## config.mk

```make
export PLATFORM = sky130hd
export DESIGN_NAME = cfg_abort_seq
export DESIGN_NICKNAME = d
export VERILOG_FILES = /design/src/rtl/cfg_abort_seq.sv
export SDC_FILE = /design/constraint.sdc
export NUM_CORES = 1
export LEC_CHECK = 0
export CAP_MARGIN = 0
export CORE_ASPECT_RATIO = 1.75
export CORE_MARGIN = 1
export CORE_UTILIZATION = 56
export CTS_CLUSTER_DIAMETER = 100
export DETAILED_ROUTE_END_ITERATION = 8
export DONT_BUFFER_PORTS = 1
export HOLD_SLACK_MARGIN = 0.08
export PLACE_DENSITY = 0.74
export SYNTH_ARGS = -nofsm -noshare
export SYNTH_HDL_FRONTEND = slang
export SYNTH_SLANG_ARGS = --single-unit
```

## constraint.sdc

```tcl
create_clock -name clk -period 1.6 [get_ports clk]
set_clock_uncertainty 0.15 [all_clocks]
set_input_delay 0.16 -clock clk [delete_from_list [all_inputs] [get_ports clk]]
set_output_delay 0.16 -clock clk [all_outputs]
set_load 0.02 [all_outputs]
```

## src/rtl/cfg_abort_seq.sv

```systemverilog
`timescale 1ns/1ps
module cfg_abort_seq #(
  parameter int DW       = 8,
  parameter int NB       = 4,
  parameter int SYNC_BIT = 6,
  parameter int ABT_BIT  = 4
) (
  input  logic             clk,
  input  logic             rst_n,
  input  logic             req,
  input  logic [DW-1:0]    din,
  output logic             cclk,
  output logic             cs_n,
  output logic             rdwr_n,
  output logic             busy,
  output logic             done,
  output logic [DW*NB-1:0] status,
  output logic             sync_seen,
  output logic             abort_seen
);
  localparam int SW = DW * NB;
  localparam int CW = (NB > 1) ? $clog2(NB) : 1;

  typedef enum logic [2:0] {S_IDLE, S_SEL, S_TOG, S_CAP, S_REL} st_t;

  st_t           st;
  logic          ph;
  logic [CW-1:0] cnt;
  logic [SW-1:0] shreg;

  assign cclk   = ph;
  assign busy   = (st != S_IDLE);
  assign cs_n   = (st == S_IDLE) || (st == S_REL);
  assign rdwr_n = (st == S_TOG) || (st == S_CAP) || (st == S_REL);

  always_ff @(posedge clk or negedge rst_n) begin
    if (!rst_n) begin
      st         <= S_IDLE;
      ph         <= 1'b0;
      cnt        <= '0;
      shreg      <= '0;
      status     <= '0;
      done       <= 1'b0;
      sync_seen  <= 1'b0;
      abort_seen <= 1'b0;
    end else begin
      done <= 1'b0;
      if (st == S_IDLE) ph <= 1'b0;
      else              ph <= ~ph;
      case (st)
        S_IDLE: if (req) begin
          st  <= S_SEL;
          cnt <= '0;
        end
        S_SEL: if (ph) st <= S_TOG;
        S_TOG: if (ph) st <= S_CAP;
        S_CAP: begin
          if (!ph) shreg <= {shreg[SW-DW-1:0], din};
          else if (cnt == CW'(NB-1)) begin
            st  <= S_REL;
            cnt <= '0;
          end else cnt <= cnt + 1'b1;
        end
        S_REL: if (ph) begin
          st         <= S_IDLE;
          done       <= 1'b1;
          status     <= shreg;
          sync_seen  <= shreg[SYNC_BIT];
          abort_seen <= ~shreg[ABT_BIT];
        end
        default: st <= S_IDLE;
      endcase
    end
  end
endmodule

```

==> flow_summary_export.csv <==
group,metric,value,unit
status,outcome,"finished, violations left",
status,violations,"design-rule violations, negative hold slack, negative setup slack",
die,die_h,97.76,um
finish,layout.nets,222,
clock_network,cts_max_level,3,
clock_network,cts_tree,"built",
global_route,antenna_found_initial,0,
critical_path,path_class,"reg -> out",
clock_network,cts_buffers,9,
route,drtIter0Drc,47,
route,wl_met3,252,um
synthesis,synthTopCellsByArea,"dfrtp_1, mux2_4, mux2_2, buf_12, buf_6",
synthesis,synthCells,173,
place,dp_hpwl,3.232,mm
route,wire_per_inst,20.57,um
synthesis,synth_fp_nets,185,
finish,final_cell_mix,"dfrtp_1, mux2_4, clkbuf_8",
synthesis,synthDominantCellAreaShare,0.6141,
synthesis,synth.largest_area_cell,"dfrtp_1",
timing,slew_violations,0,
global_route,grt_use_total,0.2107,
synthesis,syn-cell-area,2934,um^2
clock_network,path_clk_slew,70,ps
finish,fillCellCount,312,
timing,setup_ws,-85.08,ps
route,wl_met1,2.231,mm
critical_path,worstPathRequired,1290,ps
min_path,hp-class,"in -> async",
synthesis,yosys.cell_types.count,28,
finish,final_common_cell,"dfrtp_1",
timing,worst_pin_slew,405.1,ps
power_and_ir_drop,p_leak,1.731,nW
timing,holdWs,-645.6,ps
route,top_layer,"met4",
place,gp_congestion,0.7658,
global_route,grt_max_degree,73,
die,die_w,56.72,um
route,ant_nets,0,
timing,finalHoldViolCount,72,
route,routed_via_density,5.743,
finish,post_route_cells_drive_above_1_share,0.5467,
global_route,grt_pass1_vias,1613,
synthesis,yosysSeqAreaShare,0.6141,
die,rows,34,
power_and_ir_drop,peakVddDrop,1.160,mV
clock_network,cts-root-buf,"clkbuf_8",
clock_network,insertion_delay,340,ps
timing,slew_headroom,0.7299,
die,die-area,5544,um^2
critical_path,worstRegToRegCells,4,
die,core,5020,um^2
critical_path,start_kind,"flop",
route,vias,1539,
critical_path,worstSetupEndpointType,"output pin",
route,wl_met2,2.965,mm
timing,rsz0062_at_grt,"yes",
global_route,globalRouteOverflowTotal,0,
synthesis,ys.warnings.count,0,
timing,setup_tns,-1912,ps
synthesis,ys_seq_elements,72,
route,routed_wl,5.514,mm
power_and_ir_drop,p_per_area,1932,nW/um^2
synthesis,synth_area_per_cell,16.96,um^2
global_route,grt_pass1_wl,8.611,mm
flow_run,drv_cap,0,
clock_network,cts_sinks,72,
timing,max_freq,593.4,MHz
finish,area_growth,26.61,%
clock_network,ctsHoldBuffers,9,
critical_path,crit_arrival,1380,ps
critical_path,r2r_setup_slack,-60,ps
finish,multi_input_area,1180,um^2
timing,setup_viol,48,
clock_network,clock_path_buffers,2,
die,io_pins,50,
timing,fin_crit_sh,1.053,
route,remaining_drc_errors,4,
die,start_util,0.5845,
place,port_buffers,0,
finish,register_area,1804,um^2
power_and_ir_drop,fin_total_pwr,7.176,mW
timing,min_period,1685,ps
route,dr.pass1.iters,6,
critical_path,crit_fanout,6,
finish,diodes,0,
==> flip-flops by register name, indices dropped and copies added, names as in the netlist <==
name	cells
st	3
abort_seen	1
cclk	1
shreg	32
cnt	2
done	1
status	32
==> critical path: stages, from the launching register on <==
cell     delay (ps)
dfrtp_2         470
or3_4           420
buf_6           140
==> layer usage <==
layer,GRT usage,vias up
li1,-,677
met1,0.2628,814
met2,0.3178,42
met3,0.08874,6
met4,0.09615,0
met5,0,-
==> cell usage after synthesis (all sizes together) <==
| cell | number |
|---|---|
| nand2 | 2 |
| or3b | 1 |
| mux2i | 1 |
| and3 | 2 |
| dfrtp | 72 |
| ha | 1 |
| buf | 9 |
| a21oi | 3 |
| a211o | 1 |
| or3 | 1 |
| o22ai | 1 |
| nor2b | 1 |
| nor2 | 4 |
| nand3 | 1 |
| inv | 3 |
| o21ai | 1 |
| nand3b | 1 |
| mux2 | 66 |
| a211oi | 1 |
| nor3 | 1 |
==> logic make-up after synthesis <==
kind of cell / synth area share
buffers and inverters: 0.04392
adders and majority gates: 0.004264
and+or+nand+nor: 0.03071
DFF: 0.6141
muxes: 0.2925
AOI/OAI and AO/OA: 0.01450
==> power breakdown <==
part           internal, mW  switching, mW
sequential             2.43          0.642
combinational          1.81          0.835
clock                 0.840          0.626
==> per-stage QoR <==
step	cell area, um^2	cells	utilization	setup slack, ps	hold WS [ps]
3_3_place_gp	3131	231	0.6236	-62.70	-284.1
2_1_floorplan	3055	173	-	-65.93	-285.6
6_report	3715	268	0.7400	-85.08	-645.6
5_1_grt	3715	268	0.7400	-106.0	-670.8
4_1_cts	3528	260	0.7029	-73.71	-661.3
3_5_place_dp	3131	231	0.6236	-176.5	-284.3
==> layout make-up <==
class                   instances  area share
well taps                      54     0.01819
clock buffers                  13     0.04547
multi-input cells              89      0.3176
flip-flops and latches         72      0.4857
clock inverters                 2     0.01010
repair buffers                 35      0.1199
inverters                       3    0.003031
==> path summary, 6_finish.rpt <==
check / startpoint / endpoint
max: st[1] / busy
min: rst_n / status[27]
max reg2reg: st[1] / status[26]
min reg2reg: shreg[24] / status[24]
max in group asynchronous: rst_n / st[0]
min in group clk: din[2] / shreg[2]
==> what timing repair did <==
item,4_1_cts,5_1_grt
endpoints found under the hold margin,81,72
endpoints found under the setup margin,43,46
pin swaps,6,1
gates cloned,0,4
setup buffers,5,4
resized for setup,19,15
Note: power is estimated with default switching activity, not from simulation.
